--- config.mk ---
export PLATFORM = sky130hd
export DESIGN_NAME = uart_rx_timeout
export DESIGN_NICKNAME = d
export VERILOG_FILES = /design/src/rtl/uart_cto_pkg.sv /design/src/rtl/cto_frame_len.sv /design/src/rtl/cto_timer.sv /design/src/rtl/cto_status_enc.sv /design/src/rtl/uart_rx_timeout.sv
export SDC_FILE = /design/constraint.sdc
export NUM_CORES = 1
export LEC_CHECK = 0
export BUFFER_PORTS_ARGS = -buffer_cell sky130_fd_sc_hd__buf_2
export CORE_MARGIN = 4
export CORE_UTILIZATION = 58
export CTS_CLUSTER_DIAMETER = 120
export DETAILED_ROUTE_END_ITERATION = 10
export PLACE_DENSITY = 0.9
export SYNTH_ARGS = -nofsm -noshare
export SYNTH_HDL_FRONTEND = slang
export SYNTH_SLANG_ARGS = --single-unit
--- constraint.sdc ---
create_clock -name clk -period 3.8 [get_ports clk]
set_input_delay 0.19 -clock clk [delete_from_list [all_inputs] [get_ports clk]]
set_output_delay 0.19 -clock clk [all_outputs]
set_load 0.005 [all_outputs]
--- src/rtl/uart_cto_pkg.sv ---
// Package: shared constants and decode helpers for the receive
// character-timeout logic. Assumes a power-of-two oversampling ratio.
package uart_cto_pkg;

    // Longest frame in half bit times: 1 + 8 + 1 + 2 bits = 12 bits.
    localparam int MAX_HALF_BITS = 24;

    // Receive trigger-level code to FIFO level.
    function automatic int trig_level(input logic [1:0] code);
        case (code)
            2'd0:    return 1;
            2'd1:    return 4;
            2'd2:    return 8;
            default: return 14;
        endcase
    endfunction

    // Interrupt source codes, low nibble of the identification code.
    localparam logic [3:0] SRC_NONE = 4'h1;
    localparam logic [3:0] SRC_THRE = 4'h2;
    localparam logic [3:0] SRC_RDA  = 4'h4;
    localparam logic [3:0] SRC_CTO  = 4'hC;

endpackage

--- src/rtl/cto_frame_len.sv ---
// Frame-length scaler: turns the programmed frame format into the
// timeout limit, four character times counted in oversampling ticks.
// Works in half bit times so that a stop bit and a half is exact.
// Assumes OVS is a power of two.
module cto_frame_len #(
    parameter int OVS   = 16,
    parameter int TMR_W = 10
) (
    input  logic [1:0]       word_len,
    input  logic             parity_on,
    input  logic             long_stop,
    output logic [TMR_W-1:0] limit
);
    localparam int SHIFT = $clog2(OVS) + 1;

    logic [4:0] half_bits;
    logic [4:0] stop_half;

    // Pick the stop length in half bits: 2, 3 (5-bit words) or 4.
    always_comb begin
        if (!long_stop)           stop_half = 5'd2;
        else if (word_len == 2'd0) stop_half = 5'd3;
        else                      stop_half = 5'd4;
    end

    // Sum start, data and parity in half bits, then scale by 4 * OVS / 2.
    always_comb begin
        half_bits = 5'd12 + {2'b00, word_len, 1'b0} + {3'b000, parity_on, 1'b0} + stop_half;
        limit     = TMR_W'(half_bits) << SHIFT;
    end
endmodule

--- src/rtl/cto_timer.sv ---
// Timeout timer: counts oversampling ticks while armed, restarts on a
// received character or a processor read, and raises a sticky pending
// flag at the limit. Only a read, or disarming, clears the flag.
module cto_timer #(
    parameter int TMR_W = 10
) (
    input  logic             clk,
    input  logic             rst_n,
    input  logic             armed,
    input  logic             char_stb,
    input  logic             read_stb,
    input  logic             tick,
    input  logic [TMR_W-1:0] limit,
    output logic             pend
);
    logic [TMR_W-1:0] cnt;
    logic [TMR_W-1:0] cnt_inc;
    logic             restart;
    logic             at_limit;
    logic             hit;

    // Work out whether this cycle's tick completes the interval.
    always_comb begin
        restart  = char_stb | read_stb;
        at_limit = (cnt >= limit);
        cnt_inc  = cnt + TMR_W'(1);
        hit      = tick && !restart && (cnt_inc >= limit);
    end

    // Tick counter: hold at zero when disarmed, restart on activity, saturate.
    always_ff @(posedge clk) begin
        if (!rst_n)                   cnt <= '0;
        else if (!armed || restart)   cnt <= '0;
        else if (tick && !at_limit)   cnt <= cnt_inc;
    end

    // Pending flag: set at the limit, cleared by a read or by disarming.
    always_ff @(posedge clk) begin
        if (!rst_n)                   pend <= 1'b0;
        else if (!armed || read_stb)  pend <= 1'b0;
        else if (hit)                 pend <= 1'b1;
    end
endmodule

--- src/rtl/cto_status_enc.sv ---
// Status encoder: builds the receive part of the interrupt
// identification code and the data-ready bit from the FIFO level,
// the enables and the pending timeout. Receive data available outranks
// the timeout, which outranks the transmitter-empty source.
module cto_status_enc
    import uart_cto_pkg::*;
#(
    parameter int LVL_W = 5
) (
    input  logic [LVL_W-1:0] fifo_level,
    input  logic [1:0]       trig_sel,
    input  logic             fifo_on,
    input  logic             rx_irq_en,
    input  logic             tx_empty_irq,
    input  logic             pend,
    output logic [7:0]       iir_code,
    output logic             data_ready
);
    logic [LVL_W-1:0] trig_lvl;
    logic             rda;
    logic             cto;
    logic [3:0]       src;

    // Effective trigger level: the programmed level in FIFO mode, else one.
    always_comb begin
        trig_lvl = fifo_on ? LVL_W'(trig_level(trig_sel)) : LVL_W'(1);
    end

    // Qualify each receive source.
    always_comb begin
        data_ready = (fifo_level != '0);
        rda        = rx_irq_en && data_ready && (fifo_level >= trig_lvl);
        cto        = pend && fifo_on && data_ready;
    end

    // Prioritised source selection.
    always_comb begin
        if (rda)               src = SRC_RDA;
        else if (cto)          src = SRC_CTO;
        else if (tx_empty_irq) src = SRC_THRE;
        else                   src = SRC_NONE;
    end

    // Assemble the code with the FIFO-mode marker bits.
    always_comb begin
        iir_code = {fifo_on, fifo_on, 2'b00, src};
    end
endmodule

--- src/rtl/uart_rx_timeout.sv ---
// Top: receive character-timeout interrupt logic. Arms the timer only
// in FIFO mode with the receive interrupt on, a trigger level above one
// and data in the FIFO. Assumes the strobes are single-cycle pulses
// synchronous to clk.
module uart_rx_timeout #(
    parameter int FIFO_DEPTH = 16,
    parameter int OVS        = 16,
    parameter int LVL_W      = $clog2(FIFO_DEPTH + 1),
    parameter int TMR_W      = $clog2(2 * OVS * uart_cto_pkg::MAX_HALF_BITS + 1)
) (
    input  logic             clk,
    input  logic             rst_n,
    input  logic             rx_char_stb,
    input  logic             rx_read_stb,
    input  logic [LVL_W-1:0] fifo_level,
    input  logic [1:0]       word_len,
    input  logic             parity_on,
    input  logic             long_stop,
    input  logic             os_tick,
    input  logic [1:0]       trig_sel,
    input  logic             fifo_on,
    input  logic             rx_irq_en,
    input  logic             tx_empty_irq,
    output logic             to_pending,
    output logic [7:0]       iir_code,
    output logic             data_ready
);
    logic [TMR_W-1:0] limit;
    logic             armed;

    // Arming condition for the timer.
    always_comb begin
        armed = fifo_on && rx_irq_en && (trig_sel != 2'd0) && (fifo_level != '0);
    end

    cto_frame_len #(.OVS(OVS), .TMR_W(TMR_W)) u_len (
        .word_len  (word_len),
        .parity_on (parity_on),
        .long_stop (long_stop),
        .limit     (limit)
    );

    cto_timer #(.TMR_W(TMR_W)) u_tmr (
        .clk      (clk),
        .rst_n    (rst_n),
        .armed    (armed),
        .char_stb (rx_char_stb),
        .read_stb (rx_read_stb),
        .tick     (os_tick),
        .limit    (limit),
        .pend     (to_pending)
    );

    cto_status_enc #(.LVL_W(LVL_W)) u_enc (
        .fifo_level   (fifo_level),
        .trig_sel     (trig_sel),
        .fifo_on      (fifo_on),
        .rx_irq_en    (rx_irq_en),
        .tx_empty_irq (tx_empty_irq),
        .pend         (to_pending),
        .iir_code     (iir_code),
        .data_ready   (data_ready)
    );
endmodule

==> run_results.csv, run 1 <==
group,metric,value,unit
global_route,grt_pass1_wl,4.77,mm
sta,max_clock_freq,356,MHz
power,leakagePower,0.688,nW
sta,clock_skew,0.00886,ns
critical_path,required,3.96,ns
clock_network,cts_root_buf,"clkbuf_4",
yosys,synth.most_common_cell,"ha_1",
sta,tns,0,ns
clock_network,postCtsHoldBufs,0,
route,drtAntennaViolNets,0,
placement,portBuffers,26,
clock_network,cts_max_level,1,
floorplan,die_area,2920,um2
floorplan,chipWidth,54.1,um
critical_path,r2r.worst_path.cells,8,
yosys,synth_cell_types,43,
clock_network,cts_setup_buffers,0,
clock_network,clkTransAtPathRegs,0.08,ns
yosys,synth_top_area_cell,"ha_1",
finish,drive_gt1_share,19.7,%
clock_network,cts_tree,"yes",
route,drc,0,
clock_network,cts_sinks,11,
yosys,ys_warn_count,0,
route,vias,1162,
yosys,ys_seq_area_share,17.9,%
critical_path,crit_path_end_kind,"flip-flop",
sta,setup_viol,0,
sta,min_period,2.81,ns
placement,place_congestion,0.917,
power,ir_drop,158,uV
sta,rsz0062_at_grt,"no",
route,wl_per_cell,13.4,um
placement,dp_hpwl,2.29,mm
clock_network,clk_latency,0.28,ns
global_route,antenna_found_initial,0,
power,p_total,0.282,mW
run_status,status,"completed",
yosys,synth-edff-count,0,
yosys,synthArstFlopShare,0,%
floorplan,io_pins,29,
finish,fill_cells,166,
yosys,postSynthAreaPerCell,7.99,um2
route,wl,2.76,mm
finish,antenna_cells,0,
worst_hold_path,hold_class,"in2reg",
sta,finalHoldViolations,0,
route,drt-initial-drc-count,12,
route,viasPerCell,5.67,
floorplan,core_area,1980,um2
clock_network,clock_path_buffers,2,
yosys,ys_ff_latch,11,
critical_path,worstSetupPathType,"in2reg",
yosys,synth_area,1230,um2
clock_network,cts_made_buffers,3,
yosys,ys.flop_type,"dfxtp_1",
route,first_pass_iters,4,
power,p_per_area,204,nW/um2
finish,area_growth,12.4,%
critical_path,arrival,2.97,ns
yosys,synth_top_area_share,18.3,%
run,maxCapViolCount,0,
global_route,overflow,0,
yosys,ys_top_cells_by_area,"ha_1 18%, dfxtp_1 18%, mux2i_1 4.9%",
yosys,synth_cells,154,
clock_network,postCtsResizedCells,0,
global_route,grt_start_max_net_pins,13,
critical_path,startpoint_type,"input port",
finish,finalNetCount,217,
global_route,grt_pass1_vias,1142,
critical_path,critPathMaxFanout,11,
sta,slew_viol_final,0,
floorplan,start_util,62.1,%
sta,post-route-period-util,74.0,%
yosys,synthTopCellsByCount,"18 x ha_1, 15 x nand2_1, 12 x inv_1, 11 x dfxtp_1",
floorplan,die_y,54.1,um
global_route,track_usage,21.8,%
worst_hold_path,hold_depth,3,
floorplan,rows,16,
[per-layer routing]
layer / vias to the layer above / global-route usage [%] / wire, um
met2: 31 / 39.3 / 1430
met4: 0 / 8.30 / 26
met3: 4 / 2.49 / 146
met1: 524 / 26.2 / 1150
li1: 603 / - / -
met5: - / 0 / 0
[cells in the final DEF, fill, tap and decap left out, types with 3 or more instances in the layout]
| cell type | n |
|---|---|
| and3_1 | 4 |
| buf_2 | 26 |
| clkbuf_4 | 3 |
| dfxtp_1 | 11 |
| ha_1 | 18 |
| inv_1 | 12 |
| mux2i_1 | 6 |
| nand2_1 | 15 |
| nand3_1 | 5 |
| nand4_1 | 4 |
| nor2_1 | 9 |
| nor3_1 | 4 |
| o21ai_0 | 9 |
| o21bai_1 | 3 |
| or3_1 | 6 |
| xor2_1 | 5 |
[critical path, cell delays in order]
cell and delay, ns:
buf_2 0.12, o21ai_0 0.11, fa_1 0.38, ha_1 0.29, inv_1 0.06, ha_1 0.29, nand4_1 0.09, o41ai_1 0.35
o211ai_1 0.20, and4b_1 0.33, o21ai_0 0.20, mux2_2 0.36
[state kept, by name (all words and copies together), names as in the netlist]
name	count
u_tmr.cnt	10
u_tmr.pend	1
[through the flow]
stage	worst slack, ns	hold slack (ns)	instances	instance area, um2	util (%)
2_1_floorplan	1.21	0.355	155	1230	-
3_3_place_gp	0.887	0.503	201	1360	68.5
3_5_place_dp	0.654	0.520	201	1360	68.5
4_1_cts	0.975	0.228	205	1380	69.8
5_1_grt	0.776	0.263	205	1380	69.8
6_report	0.990	0.237	205	1380	69.8
[cell families after synthesis]
family | synth area share [%]
fa+ha+maj | 19.9
other cells | 0.305
mux | 6.71
flops | 17.9
xor+xnor | 4.98
buf+inv | 7.62
compound gates | 18.3
simple gates | 24.3
[cell type report]
type                            count  area, um2  area share (%)
Tap cell                           27       33.8            2.44
Timing Repair Buffer               27        138            9.95
Clock buffer                        4       26.3            1.90
Multi-Input combinational cell    124        921            66.5
Inverter                           12       45.0            3.25
Sequential cell                    11        220            15.9
[report_power, final]
part | switching, mW | total, mW | internal [mW]
clock | 0.0443 | 0.0850 | 0.0407
combinational | 0.0440 | 0.0819 | 0.0379
sequential | 0.000185 | 0.115 | 0.115
total | 0.0885 | 0.282 | 0.194
[path summary, 6_finish.rpt]
| path | to | from | slack (ns) |
|---|---|---|---|
| setup / recovery | u_tmr.cnt[5] | word_len[0] | 0.99 |
| hold reg to reg | u_tmr.pend | u_tmr.pend | 0.54 |
| hold / removal | u_tmr.pend | os_tick | 0.24 |
| setup reg to reg | u_tmr.cnt[5] | u_tmr.cnt[5] | 1.33 |
(Power assumes the default switching activity.)
==> run 2, diff against run 1 <==
Settings changed: CORE_UTILIZATION 58 to 53, PLACE_DENSITY 0.9 to 0.84.
Clock period 3.8 ns to 2.87 ns, I/O delays scaled along.
==> run 2 against run 1 <==
  * Final area is 4.3% higher
  * Count of clock-buffer cells in the layout stayed put
  * Flip-flop and latch count stayed put
  * Highest routed layer unchanged
  * Largest power group unchanged
  * Largest cell class unchanged
  * Clock skew is 0.00087 ns lower
==> run_results.csv, run 2 (synthesis results as in run 1) <==
group,metric,value,unit
clock_network,clock_path_buffers,2,
global_route,antenna_found_initial,0,
floorplan,die_y,56.2,um
critical_path,arrival,2.82,ns
route,first_pass_iters,5,
finish,area_growth,17.3,%
sta,min_period,2.65,ns
sta,setup_viol,0,
finish,final_cell_mix,"26 x buf_2, 18 x ha_1, 15 x nand2_1, 12 x inv_1, 11 x dfxtp_1",
global_route,grt_pass1_vias,1204,
sta,fin_ws,0.220,ns
power,ir_drop,187,uV
clock_network,cts_root_buf,"clkbuf_4",
run,maxCapViolCount,0,
sta,rsz0062_at_grt,"no",
floorplan,start_util,55.7,%
sta,slew_viol_final,0,
route,vias,1237,
critical_path,cp_top_family,"adder cells",
critical_path,reg2reg_setup_slack,0.48,ns
critical_path,r2r-end,"u_tmr.cnt[5]",
power,p_total,0.394,mW
worst_hold_path,hold_end,"u_tmr.pend",
floorplan,io_pins,29,
run_status,status,"completed",
worst_hold_path,hold_class,"in2reg",
placement,portBuffers,26,
placement,place_congestion,0.936,
clock_network,clkTransAtPathRegs,0.08,ns
finish,largest_register_ffs,10,
finish,antenna_cells,0,
clock_network,cts_made_buffers,3,
worst_hold_path,hold_depth,3,
sta,slew_headroom,66.0,%
worst_hold_path,hold_start,"os_tick",
power,leakagePower,0.725,nW
placement,dp_hpwl,2.46,mm
sta,max_clock_freq,377,MHz
critical_path,crit_path_end_kind,"flip-flop",
global_route,track_usage,18.5,%
route,wl_per_cell,14.1,um
floorplan,rows,17,
sta,tns,0,ns
clock_network,cts_max_level,1,
critical_path,r2r.worst_path.cells,8,
critical_path,worstSetupPathType,"in2reg",
global_route,grt_start_max_net_pins,10,
clock_network,cts_setup_buffers,0,
critical_path,required,3.04,ns
sta,finalHoldViolations,0,
placement,dp_slack,-0.237,ns
critical_path,critPathMaxFanout,4,
critical_path,startpoint_type,"input port",
power,p_per_area,273,nW/um2
floorplan,core_area,2210,um2
route,wl,2.99,mm
critical_path,crit_slowest_cell,"fa_1",
critical_path,path_depth,12,
route,drc,0,
floorplan,chipWidth,56.2,um
clock_network,cts_sinks,11,
sta,tightest_slew,0.509,ns
floorplan,die_area,3160,um2
finish,largestRegisters,"u_tmr.cnt (10), u_tmr.pend (1)",
clock_network,cts_tree,"yes",
sta,clock_skew,0.00799,ns
clock_network,clk_latency,0.28,ns
route,drt-initial-drc-count,38,
sta,post-route-period-util,92.3,%
global_route,grt_pass1_wl,4.83,mm
finish,drive_gt1_share,23.2,%
critical_path,cp_cell_sequence,"buf_2 -> o21ai_0 -> fa_1 -> ha_1 -> inv_1 -> ha_1 -> nand4_1 -> o41ai_1 -> o211ai_1 -> and4b_1 -> o21ai_0 -> mux2_2",
finish,final_common_cell,"buf_2",
critical_path,critical_path_buf_inv_count,2,
finish,regMostFlops,"u_tmr.cnt",
critical_path,critPathMaxStageDelay,0.39,ns
route,drtAntennaViolNets,0,
critical_path,r2r-start,"u_tmr.cnt[5]",
finish,fill_cells,204,
global_route,overflow,0,
route,viasPerCell,5.81,
finish,finalNetCount,224,
==> run 2: cell type report <==
type                       count  area (um2)  share of cell area [%]
inverter                      12        45.0                    3.12
tap                           28        35.0                    2.43
sequential                    11         220                    15.3
timing repair buffer          34         190                    13.2
multi-input combinational    124         927                    64.2
clock buffer                   4        26.3                    1.82
==> run 2: stage by stage <==
step	cell area, um2	hold slack (ns)	util (%)	cells
2_1_floorplan	1230	0.309	-	155
3_3_place_gp	1410	0.454	63.8	209
3_5_place_dp	1410	0.486	63.8	209
4_1_cts	1440	0.203	65.0	213
5_1_grt	1440	0.220	65.3	213
6_report	1440	0.201	65.3	213
==> run 2: how the worst max path moves through the flow <==
stage | start | to
global route | word_len[0] | u_tmr.cnt[2]
detailed placement | word_len[0] | u_tmr.cnt[5]
floorplan | word_len[0] | u_tmr.cnt[2]
CTS | word_len[0] | u_tmr.cnt[5]
global placement | word_len[0] | u_tmr.cnt[5]
finish | word_len[0] | u_tmr.cnt[5]
==> run 2: where the power goes <==
part           leakage (nW)  total [mW]  switching (mW)  internal [mW]
logic                 0.621       0.129          0.0636         0.0652
registers            0.0886       0.153        0.000238          0.153
clock network        0.0150       0.112          0.0584         0.0540
==> run 2: repair_timing <==
item,in CTS,in global routing
setup endpoints to repair,0,9
gates resized for setup,0,1
hold buffers,0,0
hold endpoints to repair,0,0
==> run 2: worst reg2reg max path, stage by stage (launching register included) <==
cell and delay (ns):
dfxtp_1 0.46, inv_1 0.11, ha_1 0.29, nand4_1 0.08
o41ai_1 0.35, o211ai_1 0.18, and4b_1 0.26, o21ai_0 0.19
mux2_2 0.36
==> run 2: metal layers <==
metal | global-route usage, % | up-vias | part of all wire [%]
met2 | 32.4 | 43 | 51
met4 | 9.49 | 0 | 2.9
met3 | 2.55 | 13 | 4.9
li1 | - | 608 | -
met5 | 0 | - | 0
met1 | 21.7 | 573 | 41
==> run 3, diff against run 2 <==
Settings changed: CORE_UTILIZATION 53 to 24, GPL_ROUTABILITY_DRIVEN set to 0, PLACE_DENSITY 0.84 to 0.47, SLEW_MARGIN set to 25.
==> run 3 against run 2 <==
  * Hold slack better by 0.036 ns
  * Sequential power about the same
  * Critical path depth unchanged
  * Count of clock-buffer cells in the layout unchanged
  * Power up 11%
  * Critical path type unchanged
  * Global-route usage down 8.6 points
  * Routed wire length down 0.97%
  * Register-to-register slack better by 0.05 ns
==> run_results.csv, run 3 (synthesis results as in run 1) <==
group,metric,value,unit
placement,dp_hpwl,2.41,mm
global_route,met2_usage,15.6,%
sta,slew_viol_final,0,
critical_path,critPathMaxFanout,12,
global_route,grtUsageMet3,1.24,%
route,wl_per_cell,11.8,um
route,viasPerCell,4.58,
finish,largestRegisters,"u_tmr.cnt (10), u_tmr.pend (1)",
global_route,grt_pass1_vias,1097,
route,first_pass_iters,4,
run_status,status,"completed",
clock_network,clk_latency,0.24,ns
route,drtAntennaViolNets,0,
global_route,grt_pass1_wl,4.97,mm
route,wl,2.96,mm
global_route,use_met1,12.9,%
floorplan,start_util,25.4,%
finish,regMostFlops,"u_tmr.cnt",
clock_network,clock_path_buffers,2,
sta,min_period,2.63,ns
placement,place_inst,247,
clock_network,postCtsResizedCells,0,
global_route,track_usage,9.95,%
floorplan,core_area,4850,um2
power,power_switching,0.119,mW
critical_path,r2r-end,"u_tmr.cnt[5]",
floorplan,die_area,6340,um2
sta,tightest_slew,0.596,ns
clock_network,cts_max_level,1,
finish,final_cell_mix,"26 x buf_2, 18 x ha_1, 15 x nand2_1, 12 x inv_1, 11 x dfxtp_1",
route,drt-initial-drc-count,41,
power,p_sw_share,27.2,%
critical_path,r2r-start,"u_tmr.cnt[5]",
clock_network,cts_sinks,11,
power,seq_power_share,35.1,%
sta,hold_slack,0.237,ns
power,p_per_area,285,nW/um2
power,intPower,0.318,mW
worst_hold_path,hold_class,"in2reg",
floorplan,chipWidth,79.6,um
finish,drive_gt1_share,23.4,%
finish,finalNetCount,223,
clock_network,cts_setup_buffers,0,
power,ir_drop,119,uV
placement,place_area,1470,um2
critical_path,arrival,2.76,ns
placement,dp_slack,-0.249,ns
finish,largest_register_ffs,10,
critical_path,crit_path_end_kind,"flip-flop",
run,maxCapViolCount,0,
critical_path,reg2reg_setup_slack,0.53,ns
clock_network,cts_made_buffers,3,
power,pwr-share-clk,34.9,%
floorplan,die_y,79.6,um
sta,tns,0,ns
worst_hold_path,hold_start,"os_tick",
critical_path,startpoint_type,"input port",
critical_path,worstSetupPathType,"in2reg",
floorplan,io_pins,29,
clock_network,cts_tree,"yes",
sta,setup_viol,0,
clock_network,postCtsHoldBufs,0,
route,drc,0,
worst_hold_path,hold_depth,3,
sta,fin_ws,0.237,ns
placement,portBuffers,26,
global_route,antenna_found_initial,0,
sta,clock_skew,0.00120,ns
critical_path,r2r.worst_path.cells,8,
critical_path,startpoint,"word_len[0]",
sta,slew_headroom,60.1,%
critical_path,endpoint,"u_tmr.cnt[5]",
critical_path,required,2.99,ns
route,vias,1149,
power,leakagePower,0.745,nW
clock_network,cts_root_buf,"clkbuf_8",
global_route,top_usage_layer,"met2",
finish,area_growth,24.5,%
finish,final_common_cell,"buf_2",
clock_network,clkTransAtPathRegs,0.05,ns
finish,antenna_cells,0,
global_route,overflow,0,
sta,post-route-period-util,91.7,%
floorplan,rows,25,
finish,final_cells,251,
sta,finalHoldViolations,0,
power,combPwrFrac,30.0,%
sta,max_clock_freq,380,MHz
finish,stdcell_area,1530,um2
global_route,grt_start_max_net_pins,13,
finish,fill_cells,535,
[run 3: critical path: stages]
cell and delay (ns):
buf_2 0.12, o21ai_0 0.11, fa_1 0.37, ha_1 0.28, inv_1 0.05, ha_1 0.29, nand4_1 0.12, o41ai_2 0.08
o21ai_0 0.18, nor4b_4 0.54, o21ai_0 0.19, mux2_2 0.29
[run 3: per-layer routing]
metal | routed length (um) | share of wire, % | vias up
met5 | 0 | 0 | -
met1 | 1500 | 51 | 518
met3 | 79 | 2.7 | 6
met4 | 78 | 2.6 | 0
met2 | 1310 | 44 | 16
li1 | - | - | 609
[run 3: how the worst min path moves through the flow]
stage                  to  slack, ns
2_1_floorplan  u_tmr.pend       0.31
3_3_place_gp   u_tmr.pend       0.47
3_5_place_dp   u_tmr.pend       0.47
4_1_cts        u_tmr.pend       0.23
5_1_grt        u_tmr.pend       0.26
6_report       u_tmr.pend       0.24
[run 3: final cells by class]
type / count / area [um2] / area share [%]
multi-input cells: 124 / 943 / 61.6
inverters: 12 / 45.0 / 2.94
flip-flops and latches: 11 / 220 / 14.4
well taps: 67 / 83.8 / 5.47
clock buffers: 4 / 45.0 / 2.94
repair buffers: 33 / 195 / 12.7
[run 3: power groups by stage]
stage | Clock, mW | Combinational [mW] | Sequential [mW]
2_1_floorplan | 0 | 0.0745 | 0.156
3_3_place_gp | 0 | 0.128 | 0.156
3_5_place_dp | 0 | 0.128 | 0.156
4_1_cts | 0.162 | 0.129 | 0.153
5_1_grt | 0.167 | 0.150 | 0.153
6_report | 0.153 | 0.131 | 0.153
[run 3: stage by stage]
stage | total power, mW | util [%]
floorplan | 0.231 | -
global placement | 0.284 | 30.3
detailed placement | 0.285 | 30.3
global route | 0.470 | 31.6
CTS | 0.445 | 31.3
finish | 0.437 | 31.6
